[src/rtl/uft_pkg.sv]
package uft_pkg;

  typedef enum logic [2:0] {
    ST_IDLE,
    ST_START,
    ST_DATA,
    ST_PAR,
    ST_STOP
  } tx_state_e;

  typedef struct packed {
    logic [1:0] len;
    logic       par_en;
    logic       par_even;
    logic       par_stick;
    logic       two_stop;
  } frame_fmt_t;

  // data bit count is 5 plus the length code
  function automatic logic [3:0] len_bits(input logic [1:0] code);
    return 4'd5 + {2'b00, code};
  endfunction

endpackage

[src/rtl/uft_rst_sync.sv]
module uft_rst_sync (
  input  logic clk,
  input  logic rst_n,
  output logic rst_sync_n
);
  logic [1:0] sync_q;

  always_ff @(posedge clk or negedge rst_n) begin
    if (!rst_n) sync_q <= 2'b00;
    else        sync_q <= {sync_q[0], 1'b1};
  end

  assign rst_sync_n = sync_q[1];
endmodule

[src/rtl/uft_fifo.sv]
module uft_fifo #(
  parameter int DW    = 8,
  parameter int DEPTH = 16
) (
  input  logic          clk,
  input  logic          rst_n,
  input  logic          deep_mode,
  input  logic          push,
  input  logic [DW-1:0] din,
  input  logic          pop,
  output logic [DW-1:0] dout,
  output logic          full,
  output logic          empty
);
  localparam int AW = (DEPTH > 1) ? $clog2(DEPTH) : 1;
  localparam int CW = AW + 1;

  logic [DW-1:0] mem_q [DEPTH];
  logic [AW-1:0] wptr_q, wptr_d, rptr_q, rptr_d;
  logic [CW-1:0] cnt_q, cnt_d, cap;
  logic          push_ok, pop_ok;

  assign cap     = deep_mode ? CW'(DEPTH) : CW'(1);
  assign full    = (cnt_q >= cap);
  assign empty   = (cnt_q == '0);
  assign push_ok = push && !full;
  assign pop_ok  = pop && !empty;
  assign dout    = mem_q[rptr_q];

  always_comb begin
    wptr_d = wptr_q;
    rptr_d = rptr_q;
    cnt_d  = cnt_q;
    if (push_ok) wptr_d = (wptr_q == AW'(DEPTH - 1)) ? '0 : wptr_q + 1'b1;
    if (pop_ok)  rptr_d = (rptr_q == AW'(DEPTH - 1)) ? '0 : rptr_q + 1'b1;
    case ({push_ok, pop_ok})
      2'b10:   cnt_d = cnt_q + 1'b1;
      2'b01:   cnt_d = cnt_q - 1'b1;
      default: cnt_d = cnt_q;
    endcase
  end

  always_ff @(posedge clk or negedge rst_n) begin
    if (!rst_n) begin
      wptr_q <= '0;
      rptr_q <= '0;
      cnt_q  <= '0;
    end else begin
      wptr_q <= wptr_d;
      rptr_q <= rptr_d;
      cnt_q  <= cnt_d;
    end
  end

  always_ff @(posedge clk) begin
    if (push_ok) mem_q[wptr_q] <= din;
  end
endmodule

[src/rtl/uft_bit_timer.sv]
module uft_bit_timer #(
  parameter int OSR = 16
) (
  input  logic clk,
  input  logic rst_n,
  input  logic clear,
  input  logic run,
  input  logic tick,
  output logic bit_end
);
  localparam int CW = (OSR > 1) ? $clog2(OSR) : 1;

  logic [CW-1:0] cnt_q, cnt_d;
  logic          cnt_en;

  assign bit_end = run && tick && (cnt_q == CW'(OSR - 1));
  assign cnt_en  = clear || (run && tick);

  always_comb begin
    if (clear || bit_end) cnt_d = '0;
    else                  cnt_d = cnt_q + 1'b1;
  end

  always_ff @(posedge clk or negedge rst_n) begin
    if (!rst_n)      cnt_q <= '0;
    else if (cnt_en) cnt_q <= cnt_d;
  end
endmodule

[src/rtl/uft_parity.sv]
module uft_parity #(
  parameter int DW = 8
) (
  input  logic [DW-1:0]     data,
  input  uft_pkg::frame_fmt_t fmt,
  output logic              par_bit
);
  logic [DW-1:0] masked;
  logic [3:0]    nbits;

  assign nbits = uft_pkg::len_bits(fmt.len);

  for (genvar i = 0; i < DW; i++) begin : g_mask
    assign masked[i] = data[i] && (4'(i) < nbits);
  end

  always_comb begin
    if (fmt.par_stick)     par_bit = !fmt.par_even;
    else if (fmt.par_even) par_bit = ^masked;
    else                   par_bit = ~(^masked);
  end
endmodule

[src/rtl/uft_serializer.sv]
module uft_serializer #(
  parameter int DW = 8
) (
  input  logic                clk,
  input  logic                rst_n,
  input  logic                go_en,
  input  logic                brk,
  input  logic                avail,
  input  logic [DW-1:0]       char_in,
  input  uft_pkg::frame_fmt_t fmt_in,
  input  logic                par_in,
  input  logic                bit_end,
  output logic                load,
  output logic                active,
  output logic                txd
);
  import uft_pkg::*;

  localparam int IW = (DW > 1) ? $clog2(DW) : 1;

  tx_state_e  state_q, state_d;
  logic [DW-1:0] shreg_q, shreg_d;
  logic [IW-1:0] idx_q, idx_d;
  frame_fmt_t fmt_q, fmt_d;
  logic       par_q, par_d;
  logic       stop2_q, stop2_d;
  logic       reg_en;
  logic [3:0] nbits;

  assign load   = (state_q == ST_IDLE) && go_en && avail && !brk;
  assign active = (state_q != ST_IDLE);
  assign nbits  = len_bits(fmt_q.len);
  assign reg_en = load || bit_end;

  always_comb begin
    state_d = state_q;
    shreg_d = shreg_q;
    idx_d   = idx_q;
    fmt_d   = fmt_q;
    par_d   = par_q;
    stop2_d = stop2_q;
    if (load) begin
      state_d = ST_START;
      shreg_d = char_in;
      fmt_d   = fmt_in;
      par_d   = par_in;
      idx_d   = '0;
      stop2_d = 1'b0;
    end else if (bit_end) begin
      case (state_q)
        ST_START: state_d = ST_DATA;
        ST_DATA: begin
          shreg_d = shreg_q >> 1;
          if ({1'b0, idx_q} == IW'(nbits - 4'd1)) begin
            state_d = fmt_q.par_en ? ST_PAR : ST_STOP;
          end else begin
            idx_d = idx_q + 1'b1;
          end
        end
        ST_PAR:  state_d = ST_STOP;
        ST_STOP: begin
          if (fmt_q.two_stop && !stop2_q) stop2_d = 1'b1;
          else                            state_d = ST_IDLE;
        end
        default: state_d = ST_IDLE;
      endcase
    end
  end

  always_ff @(posedge clk or negedge rst_n) begin
    if (!rst_n) begin
      state_q <= ST_IDLE;
      shreg_q <= '0;
      idx_q   <= '0;
      fmt_q   <= '0;
      par_q   <= 1'b0;
      stop2_q <= 1'b0;
    end else if (reg_en) begin
      state_q <= state_d;
      shreg_q <= shreg_d;
      idx_q   <= idx_d;
      fmt_q   <= fmt_d;
      par_q   <= par_d;
      stop2_q <= stop2_d;
    end
  end

  always_comb begin
    case (state_q)
      ST_START: txd = 1'b0;
      ST_DATA:  txd = shreg_q[0];
      ST_PAR:   txd = par_q;
      ST_STOP:  txd = 1'b1;
      default:  txd = !brk;
    endcase
  end
endmodule

[src/rtl/uart_frame_tx.sv]
module uart_frame_tx #(
  parameter int DW    = 8,
  parameter int DEPTH = 16,
  parameter int OSR   = 16
) (
  input  logic          clk,
  input  logic          rst_n,
  input  logic          tick16,
  input  logic          wr_en,
  input  logic [DW-1:0] wr_data,
  input  logic [1:0]    len_code,
  input  logic          par_en,
  input  logic          par_even,
  input  logic          par_stick,
  input  logic          two_stop,
  input  logic          brk,
  input  logic          fifo_en,
  input  logic          uart_en,
  input  logic          tx_en,
  output logic          txd,
  output logic          fifo_full,
  output logic          fifo_empty,
  output logic          busy
);
  import uft_pkg::*;

  logic          rst_i_n;
  logic          go_en, load, bit_end, par_bit;
  logic [DW-1:0] head;
  frame_fmt_t    fmt_live;

  assign go_en    = uart_en && tx_en;
  assign fmt_live = '{len: len_code, par_en: par_en, par_even: par_even,
                      par_stick: par_stick, two_stop: two_stop};

  uft_rst_sync i_rst_sync (
    .clk        (clk),
    .rst_n      (rst_n),
    .rst_sync_n (rst_i_n)
  );

  uft_fifo #(.DW(DW), .DEPTH(DEPTH)) i_fifo (
    .clk       (clk),
    .rst_n     (rst_i_n),
    .deep_mode (fifo_en),
    .push      (wr_en),
    .din       (wr_data),
    .pop       (load),
    .dout      (head),
    .full      (fifo_full),
    .empty     (fifo_empty)
  );

  uft_parity #(.DW(DW)) i_parity (
    .data    (head),
    .fmt     (fmt_live),
    .par_bit (par_bit)
  );

  uft_bit_timer #(.OSR(OSR)) i_timer (
    .clk     (clk),
    .rst_n   (rst_i_n),
    .clear   (load),
    .run     (busy && go_en),
    .tick    (tick16),
    .bit_end (bit_end)
  );

  uft_serializer #(.DW(DW)) i_ser (
    .clk     (clk),
    .rst_n   (rst_i_n),
    .go_en   (go_en),
    .brk     (brk),
    .avail   (!fifo_empty),
    .char_in (head),
    .fmt_in  (fmt_live),
    .par_in  (par_bit),
    .bit_end (bit_end),
    .load    (load),
    .active  (busy),
    .txd     (txd)
  );
endmodule

[config.mk]
export PLATFORM = sky130hd
export DESIGN_NAME = uart_frame_tx
export DESIGN_NICKNAME = d
export VERILOG_FILES = /design/src/rtl/uft_pkg.sv /design/src/rtl/uft_rst_sync.sv /design/src/rtl/uft_fifo.sv /design/src/rtl/uft_bit_timer.sv /design/src/rtl/uft_parity.sv /design/src/rtl/uft_serializer.sv /design/src/rtl/uart_frame_tx.sv
export SDC_FILE = /design/constraint.sdc
export NUM_CORES = 1
export LEC_CHECK = 0
export ABC_AREA = 1
export BUFFER_PORTS_ARGS = -buffer_cell sky130_fd_sc_hd__buf_2
export CAP_MARGIN = 25
export CORE_MARGIN = 5
export CORE_UTILIZATION = 30
export CTS_CLUSTER_DIAMETER = 60
export DETAILED_ROUTE_END_ITERATION = 12
export PLACE_DENSITY_LB_ADDON = 0.05
export SLEW_MARGIN = 20
export SYNTH_ARGS = -nofsm -noshare
export SYNTH_HDL_FRONTEND = slang
export SYNTH_SLANG_ARGS = --single-unit
[constraint.sdc]
create_clock -name clk -period 1.3 [get_ports clk]
set_input_delay 0.13 -clock clk [delete_from_list [all_inputs] [get_ports clk]]
set_output_delay 0.13 -clock clk [all_outputs]
set_load 0.05 [all_outputs]
==> results.py, run 1 <==
metrics = {
    "outcome": {
        "status": "finished with violations",
        "violations": "setup timing",
    },
    "route": {
        "route.detailed.drc": 0,
        "drt_iter0_markers": 364,
        "wl_per_cell_um": 16.6,
        "vias": 6272,
        "vias_per_cell": 4.53,
        "wl_um": 23000,
        "ant_nets": 0,
        "dr.pass1.iters": 4,
    },
    "critical_path": {
        "crit_chain": "nor2_2 > buf_4 > nand3_4 > o21ai_4 > nand3_4 > ha_4 > buf_4 > ha_4 > a21oi_2 > nor2_1 > nor2_1 > nand2_1 > nand2_1 > nor2_1 > xor2_1",
        "crit_fanout": 4,
        "ff2ff_path_depth": 15,
        "worstSetupStartpoint": "i_fifo.cnt_q[2]",
        "worstReg2RegEnd": "i_fifo.cnt_q[4]",
        "reg2reg_slack_ps": -960,
        "cp-start-kind": "flop",
        "cp.buffers_inverters": 2,
        "crit_path_frequent_cell": "nor2_1",
        "path_delay_family": "simple AND/OR/NAND/NOR gates",
        "slowest_delay_ps": 390,
        "cp.required_ps": 1610,
        "r2r-start": "i_fifo.cnt_q[2]",
        "path_class": "flop to flop",
        "cp_slowest_cell": "dfrtp_1",
        "cp-end-kind": "flop",
        "crit_arrival_ps": 2570,
    },
    "global_route": {
        "gr-total-overflow": 0,
        "grt_pass1_vias": 6347,
        "track_usage": 0.151,
        "antenna_found_initial": 0,
        "grt_pass1_wl_um": 35700,
        "grt_max_degree": 38,
    },
    "clock_network": {
        "clock_latency_ps": 420,
        "cts_tree": "built",
        "cts_buffers": 17,
        "clkSinkCount": 167,
        "cts_root_buffer": "clkbuf_16",
        "clock_path_buffers": 2,
        "cts.clk_slew.worst_paths_ps": 60,
        "htree_levels": 4,
    },
    "die": {
        "fp.dieH_um": 175,
        "start_util": 0.303,
        "die-area_mm2": 0.0305,
        "die_w_um": 175,
        "placementRows": 60,
        "fp.coreArea_mm2": 0.0268,
        "num_io_pins": 26,
    },
    "layout": {
        "multi_input_area_mm2": 0.00360,
        "finish.utilization": 0.445,
        "diodes": 0,
        "nNetsFinal": 1067,
        "syn2layout_area_growth_pct": 46.6,
        "drive_above_1_share": 0.408,
        "fin_area_mm2": 0.0119,
        "n_fill_cell": 2545,
        "regArea_mm2": 0.00482,
    },
    "yosys": {
        "synthesis.nets": 900,
        "postSynth.asyncResetShare": 0.234,
        "synth_top_area_frac": 0.473,
        "synth_area_mm2": 0.00813,
        "yosysUniqueCellTypes": 43,
        "synth_cells": 864,
        "yosysSeqAreaShare": 0.593,
        "ys_ff_latch": 167,
        "yosysMostFrequentCell": "nand2_1",
        "yosysTopAreaCell": "edfxtp_1",
        "synth_area_leaders": "edfxtp_1 (47%), dfrtp_1 (12%), nand2_1 (12%)",
        "synth_flop_cell": "edfxtp_1",
        "yosys_warnings": 0,
        "synth_edf_count": 128,
        "syn_avg_cell_area_um2": 9.41,
        "synthTopCellsByCount": "nand2_1 (251), inv_1 (139), edfxtp_1 (128)",
    },
    "sta": {
        "period_share": 1.74,
        "fmax_mhz": 442,
        "setup_viol": 169,
        "fin_worst_skew_ps": 8.78,
        "hold_viol": 0,
        "hold_ws_ps": 47.6,
        "finalWorstSetupSlack_ps": -964,
        "final_max_slew_viol_count": 0,
        "rsz0062_at_grt": "true",
        "min_period_ps": 2260,
    },
    "power_and_ir_drop": {
        "power_density_mw_per_mm2": 2240,
        "power.total_w": 0.0267,
        "power.leakage_nw": 5.16,
        "max-vdd-ir-drop_mv": 0.882,
    },
    "placed_design": {
        "dpl-instance-area_mm2": 0.00982,
        "dp_hpwl_um": 14700,
        "place_ws_ps": -1140,
        "io_buffers": 25,
        "gp_congestion": 0.770,
    },
    "run": {
        "drv_cap": 0,
    },
    "hold_path": {
        "hold_class": "input port to asynchronous set/reset pin",
    },
}
==> final cells by class <==
cell class	instances	area share
Sequential cell	167	0.404
Multi-Input combinational cell	518	0.302
Timing Repair Buffer	181	0.164
Inverter	146	0.0487
Clock buffer	26	0.0420
Tap cell	341	0.0358
Clock inverter	6	0.00325
==> how the worst max path moves through the flow <==
stage                           end  cells past startpoint
finish              i_fifo.cnt_q[4]                     15
global route        i_fifo.cnt_q[4]                     14
CTS                 i_fifo.cnt_q[4]                     17
detailed placement  i_fifo.cnt_q[4]                     18
global placement    i_fifo.cnt_q[4]                     18
floorplan           i_fifo.cnt_q[4]                     18
==> registers in the layout, indices dropped and copies added, names as in the netlist <==
| register | flops |
|---|---|
| i_ser.fmt_q | 4 |
| i_fifo.mem_q | 128 |
| i_ser.stop2_q | 1 |
| i_ser.state_q | 3 |
| i_ser.par_q | 1 |
| i_rst_sync.sync_q | 2 |
| i_fifo.rptr_q | 4 |
| i_fifo.wptr_q | 4 |
| i_ser.shreg_q | 8 |
| i_timer.cnt_q | 4 |
| i_ser.idx_q | 3 |
| i_fifo.cnt_q | 5 |
==> cell families (layout without fill, tap and decap cells) <==
family,after synthesis,count (layout),share of synthesized area
simple gates,434,434,0.235
buf+inv,179,359,0.0963
flops,167,167,0.593
compound gates,64,64,0.0477
fa+ha+maj,14,14,0.0225
xor+xnor,5,5,0.00539
other cells,1,1,0.000461
==> power breakdown <==
part | leakage, nW | internal, W | switching, W
registers | 1.64 | 0.00644 | 0.000411
logic | 3.26 | 0.00678 | 0.00839
clock network | 0.265 | 0.00267 | 0.00206
==> cell usage in the layout, fill, tap and decap left out, types with 28 or more instances in the layout <==
cell	synthesis	routed
nand2_1	251	197
edfxtp_1	128	128
inv_1	139	127
buf_4	4	78
nand3_2	7	58
nand3_1	108	49
nand2_2	5	43
dfrtp_1	39	37
buf_6	10	34
buf_12	0	28
==> worst register-to-register path, cell delays in order (launching register included) <==
cell	delay [ps]
dfrtp_1	390
nor2_2	140
buf_4	140
nand3_4	60
o21ai_4	180
nand3_4	100
ha_4	170
buf_4	150
ha_4	230
a21oi_2	130
nor2_1	50
nor2_1	130
nand2_1	70
nand2_1	50
nor2_1	40
xor2_1	130
==> timing repair <==
item                                    CTS  global route
endpoints found under the setup margin  169           169
pin swaps                                74            74
hold buffers                              6             0
gates cloned                              5             4
hold endpoints to repair                  7             0
gates resized for setup                 164           141
buffers inserted                         31            30
==> routing by layer <==
metal	share of wire	wire (um)	up-vias	global-route usage
li1	-	-	3144	-
met1	0.47	10900	3049	0.210
met2	0.49	11300	64	0.249
met3	0.026	593	15	0.0264
met4	0.0098	225	0	0.0331
met5	0	0	-	0
==> stage by stage <==
step	std cells	TNS, ps
after floorplan	864	-85870
after detailed placement	1299	-96820
final	1385	-98800
after CTS	1371	-109730
after global placement	1299	-92370
after global routing	1385	-116640
No activity file was read; power rests on OpenSTA's default activity.
==> run 2: changes to the inputs <==
==> constraint.sdc (replaced) <==
create_clock -name clk -period 1.3 [get_ports clk]
set_input_delay 0.13 -clock clk [delete_from_list [all_inputs] [get_ports clk]]
set_output_delay 0.13 -clock clk [all_outputs]
set_load 0.02 [all_outputs]
==> run 2 against run 1 <==
Effect of this change:
- non-clock buffer count rose by 3
- the run still ends with setup timing left
- maximum frequency fell by 0.11%
- die area did not move
- highest routed layer unchanged
- final area rose by 0.43%
==> results.py, run 2 (synthesized netlist as in run 1, its figures left out) <==
metrics = {
    "global_route": {
        "grt_max_degree": 29,
        "gr-total-overflow": 0,
        "grt_pass1_wl_um": 34900,
        "grt_pass1_vias": 6429,
        "track_usage": 0.146,
        "antenna_found_initial": 0,
    },
    "layout": {
        "largest_register": "i_fifo.mem_q",
        "syn2layout_area_growth_pct": 47.2,
        "drive_above_1_share": 0.396,
        "reg_top3": "i_fifo.mem_q: 128 flops, i_ser.shreg_q: 8 flops, i_fifo.cnt_q: 5 flops",
        "final_common_cell": "nand2_1",
        "nNetsFinal": 1070,
        "largest_reg_flops": 128,
        "most-common-layout-cells": "nand2_1 (181), inv_1 (130), edfxtp_1 (128)",
        "diodes": 0,
    },
    "sta": {
        "fin_worst_skew_ps": 21.3,
        "period_share": 1.74,
        "rsz0062_at_grt": "true",
        "fmax_mhz": 441,
        "final_max_slew_viol_count": 0,
        "finalWorstSetupSlack_ps": -967,
        "hold_viol": 0,
        "min_period_ps": 2270,
        "setup_viol": 169,
        "hold_ws_ps": 20.6,
    },
    "hold_path": {
        "hold_class": "input port to asynchronous set/reset pin",
    },
    "critical_path": {
        "cp-start-kind": "flop",
        "crit_arrival_ps": 2590,
        "reg2reg_slack_ps": -970,
        "cp.required_ps": 1620,
        "slowest_delay_ps": 400,
        "worstReg2RegEnd": "i_fifo.cnt_q[4]",
        "path_class": "flop to flop",
        "cp.depth": 14,
        "cp.buffers_inverters": 1,
        "path_delay_family": "simple AND/OR/NAND/NOR gates",
        "crit_fanout": 4,
        "r2r-start": "i_fifo.cnt_q[2]",
        "cp-end-kind": "flop",
        "cp_slowest_cell": "dfrtp_1",
        "crit_chain": "nor2_2 > buf_4 > nand3_4 > o21ai_4 > nand3_4 > ha_4 > ha_1 > a21oi_1 > nor2_1 > nor2_1 > nand2_1 > nand2_1 > nor2_2 > xor2_1",
        "ff2ff_path_depth": 14,
    },
    "die": {
        "start_util": 0.303,
        "die-area_mm2": 0.0305,
        "fp.coreArea_mm2": 0.0268,
        "fp.dieH_um": 175,
        "placementRows": 60,
        "num_io_pins": 26,
        "die_w_um": 175,
    },
    "clock_network": {
        "clkSinkCount": 167,
        "clock_path_buffers": 2,
        "cts_root_buffer": "clkbuf_16",
        "cts_buffers": 17,
        "cts.clk_slew.worst_paths_ps": 70,
        "clock_latency_ps": 430,
        "cts_tree": "built",
        "htree_levels": 4,
    },
    "power_and_ir_drop": {
        "max-vdd-ir-drop_mv": 0.767,
        "power.leakage_nw": 5.21,
        "power_density_mw_per_mm2": 2260,
    },
    "route": {
        "ant_nets": 0,
        "route.detailed.drc": 0,
        "wl_um": 22500,
        "dr.pass1.iters": 4,
        "wl_per_cell_um": 16.2,
        "drt_iter0_markers": 359,
        "vias": 6354,
        "vias_per_cell": 4.58,
    },
    "placed_design": {
        "gp_congestion": 0.777,
        "dp_hpwl_um": 14700,
        "place_ws_ps": -990,
        "io_buffers": 25,
    },
    "run": {
        "drv_cap": 0,
    },
    "outcome": {
        "status": "finished with violations",
        "violations": "setup timing",
    },
}
-- run 2: changes by cell type in the layout (fill, tap and decap cells not counted), sizes merged --
cell	delta
bufinv	+2
bufbuf	+1
clkinvlp	+1
buf	+4
inv	-2
clkbuf	-3
-- run 2: stage by stage --
| stage | area [um2] | power, W | utilization | TNS (ps) | instances |
|---|---|---|---|---|---|
| global placement | 9820 | 0.0174 | 0.366 | -91960 | 1303 |
| CTS | 11200 | 0.0250 | 0.419 | -104180 | 1365 |
| finish | 12000 | 0.0270 | 0.447 | -110440 | 1388 |
| global route | 12000 | 0.0288 | 0.447 | -125690 | 1388 |
| floorplan | 8380 | 0.0132 | - | -81630 | 864 |
| detailed placement | 9820 | 0.0175 | 0.366 | -97920 | 1303 |
-- run 2: routing by layer --
layer  vias to the layer above  part of all wire  track usage
met5                         -                 0            0
met4                         0             0.018       0.0419
met3                        24             0.017       0.0242
met2                        59              0.50        0.246
met1                      3119              0.47        0.197
li1                       3152                 -            -
-- run 2: worst reg2reg max path: cells and delay by family (launching register included) --
family                     cells  cell delay, ps
and+or+nand+nor                8             680
adders and majority gates      2             470
DFF                            1             400
AOI/OAI and AO/OA              2             310
buffers and inverters          1             140
xor gates and xnor gates       1             130
-- run 2: worst max path at each step --
stage	slack (ps)	end	startpoint
after global placement	-960	i_ser.par_q	i_fifo.rptr_q[0]
after global routing	-1180	i_fifo.cnt_q[4]	i_ser.state_q[1]
after CTS	-930	i_fifo.cnt_q[4]	i_ser.state_q[0]
after floorplan	-1040	i_fifo.cnt_q[4]	i_fifo.cnt_q[1]
final	-970	i_fifo.cnt_q[4]	i_fifo.cnt_q[2]
after detailed placement	-990	i_fifo.cnt_q[4]	i_ser.state_q[1]
-- run 2: power breakdown --
part,total (W),internal (W),switching (W)
registers,0.00682,0.00645,0.000380
logic,0.0151,0.00695,0.00817
clock network,0.00507,0.00300,0.00207
total,0.0270,0.0164,0.0106
-- run 2: area by class of cell --
class	count	area (um2)
inverter	146	592
fill	2544	14800
timing repair buffer	184	2050
clock buffer	25	487
tap	341	427
sequential	167	4820
multi-input combinational	518	3500
clock inverter	7	95.1
-- run 2: timing repair --
item / 4_1_cts / 5_1_grt
pin swaps: 37 / 98
setup buffers: 29 / 24
endpoints found under the setup margin: 169 / 169
gates resized for setup: 126 / 151
endpoints found under the hold margin: 7 / 0
hold buffers: 6 / 0
cloned: 5 / 4
==> run 3: changes to the inputs <==
ABC_AREA = default   (was 1)
==> run 3 against run 2 <==
Effect of this change:
- the run still ends with setup timing left
- total power fell by 26%
- via count fell by 33%
- sequential power barely moved
- largest cell class unchanged
- highest routed layer unchanged
==> results.py, run 3 <==
metrics = {
    "outcome": {
        "status": "finished with violations",
        "violations": "setup timing",
    },
    "global_route": {
        "grt_pass1_wl_um": 27400,
        "grt_max_degree": 38,
        "track_usage": 0.139,
        "grt_pass1_vias": 4529,
        "antenna_found_initial": 0,
        "gr-total-overflow": 0,
    },
    "route": {
        "ant_nets": 0,
        "vias": 4273,
        "wl_per_cell_um": 19.2,
        "vias_per_cell": 4.61,
        "wl_um": 17800,
        "dr.pass1.iters": 4,
        "route.detailed.drc": 0,
        "drt_iter0_markers": 361,
    },
    "yosys": {
        "syn_avg_cell_area_um2": 16.3,
        "postSynth.asyncResetShare": 0.234,
        "synth_top_family_by_area": "multiplexers",
        "yosysTopAreaCell": "edfxtp_1",
        "synth_cells": 440,
        "yosysMostFrequentCell": "edfxtp_1",
        "synthTopCellsByCount": "edfxtp_1 (128), dfrtp_1 (39), nand2_1 (39)",
        "yosysUniqueCellTypes": 53,
        "synth_mux_area_frac": 0.142,
        "ys_ff_latch": 167,
        "synth_flop_cell": "edfxtp_1",
        "synth_area_leaders": "edfxtp_1 (53%), dfrtp_1 (14%), mux4_1 (9.5%)",
        "synth-compound-area-share": 0.0472,
        "synth_area_mm2": 0.00719,
        "yosysSeqAreaShare": 0.670,
        "yosys.area_share.simple": 0.0677,
        "synth_edf_count": 128,
        "synth_top_area_frac": 0.535,
        "synthesis.nets": 476,
        "synth_xor_area_frac": 0.0214,
        "synth_adder_area_share": 0.0254,
        "yosys_warnings": 0,
    },
    "layout": {
        "final_common_cell": "edfxtp_1",
        "syn2layout_area_growth_pct": 43.0,
        "largest_register": "i_fifo.mem_q",
        "reg_top3": "i_fifo.mem_q: 128 flops, i_ser.shreg_q: 8 flops, i_fifo.cnt_q: 5 flops",
        "fin_cells": 927,
        "largest_reg_flops": 128,
        "n_fill_cell": 2135,
        "diodes": 0,
        "most-common-layout-cells": "edfxtp_1 (128), buf_4 (73), dfrtp_1 (37)",
        "drive_above_1_share": 0.528,
        "nNetsFinal": 631,
    },
    "critical_path": {
        "crit_arrival_ps": 3120,
        "path_delay_family": "multiplexers",
        "r2r-start": "i_fifo.rptr_q[0]",
        "worstReg2RegEnd": "i_ser.par_q",
        "cp_slowest_cell": "mux4_1",
        "cp-end-kind": "flop",
        "reg2reg_slack_ps": -1480,
        "slowest_delay_ps": 540,
        "ff2ff_path_depth": 8,
        "cp.buffers_inverters": 1,
        "cp.depth": 8,
        "crit_chain": "buf_12 > mux4_1 > mux4_2 > xnor3_1 > xnor2_2 > and3_4 > o31a_1 > o31ai_2",
        "crit_fanout": 6,
        "cp-start-kind": "flop",
        "cp.required_ps": 1640,
        "path_class": "flop to flop",
    },
    "placed_design": {
        "gp_congestion": 0.719,
        "dp_hpwl_um": 11500,
        "place_ws_ps": -1560,
        "io_buffers": 25,
        "dpl.cell_count": 858,
    },
    "power_and_ir_drop": {
        "max-vdd-ir-drop_mv": 0.719,
        "power.leakage_nw": 3.84,
        "power_density_mw_per_mm2": 1950,
        "power.total_w": 0.0200,
    },
    "sta": {
        "fmax_mhz": 360,
        "relSlewSlack": 0.597,
        "setup_viol": 169,
        "worst_pin_slew_ps": 602,
        "min_period_ps": 2780,
        "rsz0062_at_grt": "true",
        "period_share": 2.14,
        "finalWorstSetupSlack_ps": -1480,
        "final_max_slew_viol_count": 0,
        "fin_worst_skew_ps": 19.4,
        "hold_viol": 0,
    },
    "clock_network": {
        "cts_buffers": 17,
        "cts_root_buffer": "clkbuf_16",
        "clock_path_buffers": 2,
        "cts_tree": "built",
        "cts.clk_slew.worst_paths_ps": 70,
        "clkSinkCount": 167,
        "htree_levels": 4,
        "clock_latency_ps": 430,
    },
    "hold_path": {
        "hold_class": "input port to asynchronous set/reset pin",
    },
    "die": {
        "start_util": 0.305,
        "die_w_um": 165,
        "die-area_mm2": 0.0272,
        "placementRows": 56,
        "num_io_pins": 26,
        "fp.coreArea_mm2": 0.0235,
        "fp.dieH_um": 165,
    },
    "run": {
        "drv_cap": 0,
    },
}
## run 3: changes by cell type in the layout (fill, tap and decap cells not counted), moves of 10 or more
cell     delta
buf_4      -10
nand3_1    -53
mux4_2     +27
nand2_1   -164
inv_1     -121
nand2_2    -45
o21ai_1    -12
nand3_2    -52
## run 3: logic make-up (layout without fill, tap and decap cells)
kind of cell | count (synthesis) | count (layout)
compound gates | 54 | 54
xor+xnor | 16 | 16
fa+ha+maj | 14 | 14
buf+inv | 36 | 204
flops | 167 | 167
mux | 48 | 48
other cells | 1 | 1
simple gates | 104 | 104
## run 3: what timing repair did
item / in CTS / in global routing
pin swaps: 32 / 33
hold buffers: 3 / 0
gates resized for setup: 99 / 65
gates cloned: 1 / 1
setup buffers: 22 / 20
setup endpoints to repair: 169 / 169
endpoints found under the hold margin: 4 / 0
## run 3: final cells by class
class,instances,area (um2),share of cell area
flip-flops and latches,167,4820,0.469
multi-input cells,237,2720,0.265
repair buffers,158,1670,0.162
clock buffers,17,425,0.0414
well taps,319,399,0.0388
clock inverters,15,175,0.0170
inverters,14,70.1,0.00682
## run 3: per-stage QoR
step	cell area, um2	TNS, ps	hold slack [ps]	util
2_1_floorplan	7530	-118940	-166	-
3_3_place_gp	8890	-167350	-82.2	0.378
3_5_place_dp	8890	-172020	-83.6	0.378
4_1_cts	9960	-140000	3.16	0.423
5_1_grt	10300	-148340	2.88	0.437
6_report	10300	-133080	13.7	0.437
## run 3: layer usage
metal / vias up / GRT usage / share of wire
li1: 2021 / - / -
met1: 2192 / 0.189 / 0.46
met2: 53 / 0.230 / 0.50
met3: 7 / 0.0294 / 0.029
met4: 0 / 0.0329 / 0.0066
met5: - / 0 / 0
## run 3: worst max-delay path by stage
stage / from / slack [ps] / to
4_1_cts: i_fifo.rptr_q[0] / -1520 / i_ser.par_q
3_5_place_dp: i_fifo.rptr_q[0] / -1560 / i_ser.par_q
2_1_floorplan: i_ser.state_q[0] / -1700 / i_fifo.cnt_q[4]
5_1_grt: i_fifo.rptr_q[0] / -1590 / i_ser.par_q
3_3_place_gp: i_fifo.rptr_q[0] / -1550 / i_ser.par_q
6_report: i_fifo.rptr_q[0] / -1480 / i_ser.par_q
## run 3: power breakdown
part	internal (W)	switching [W]	total, W
clock	0.00262	0.00243	0.00505
combinational	0.00454	0.00361	0.00815
sequential	0.00644	0.000385	0.00683
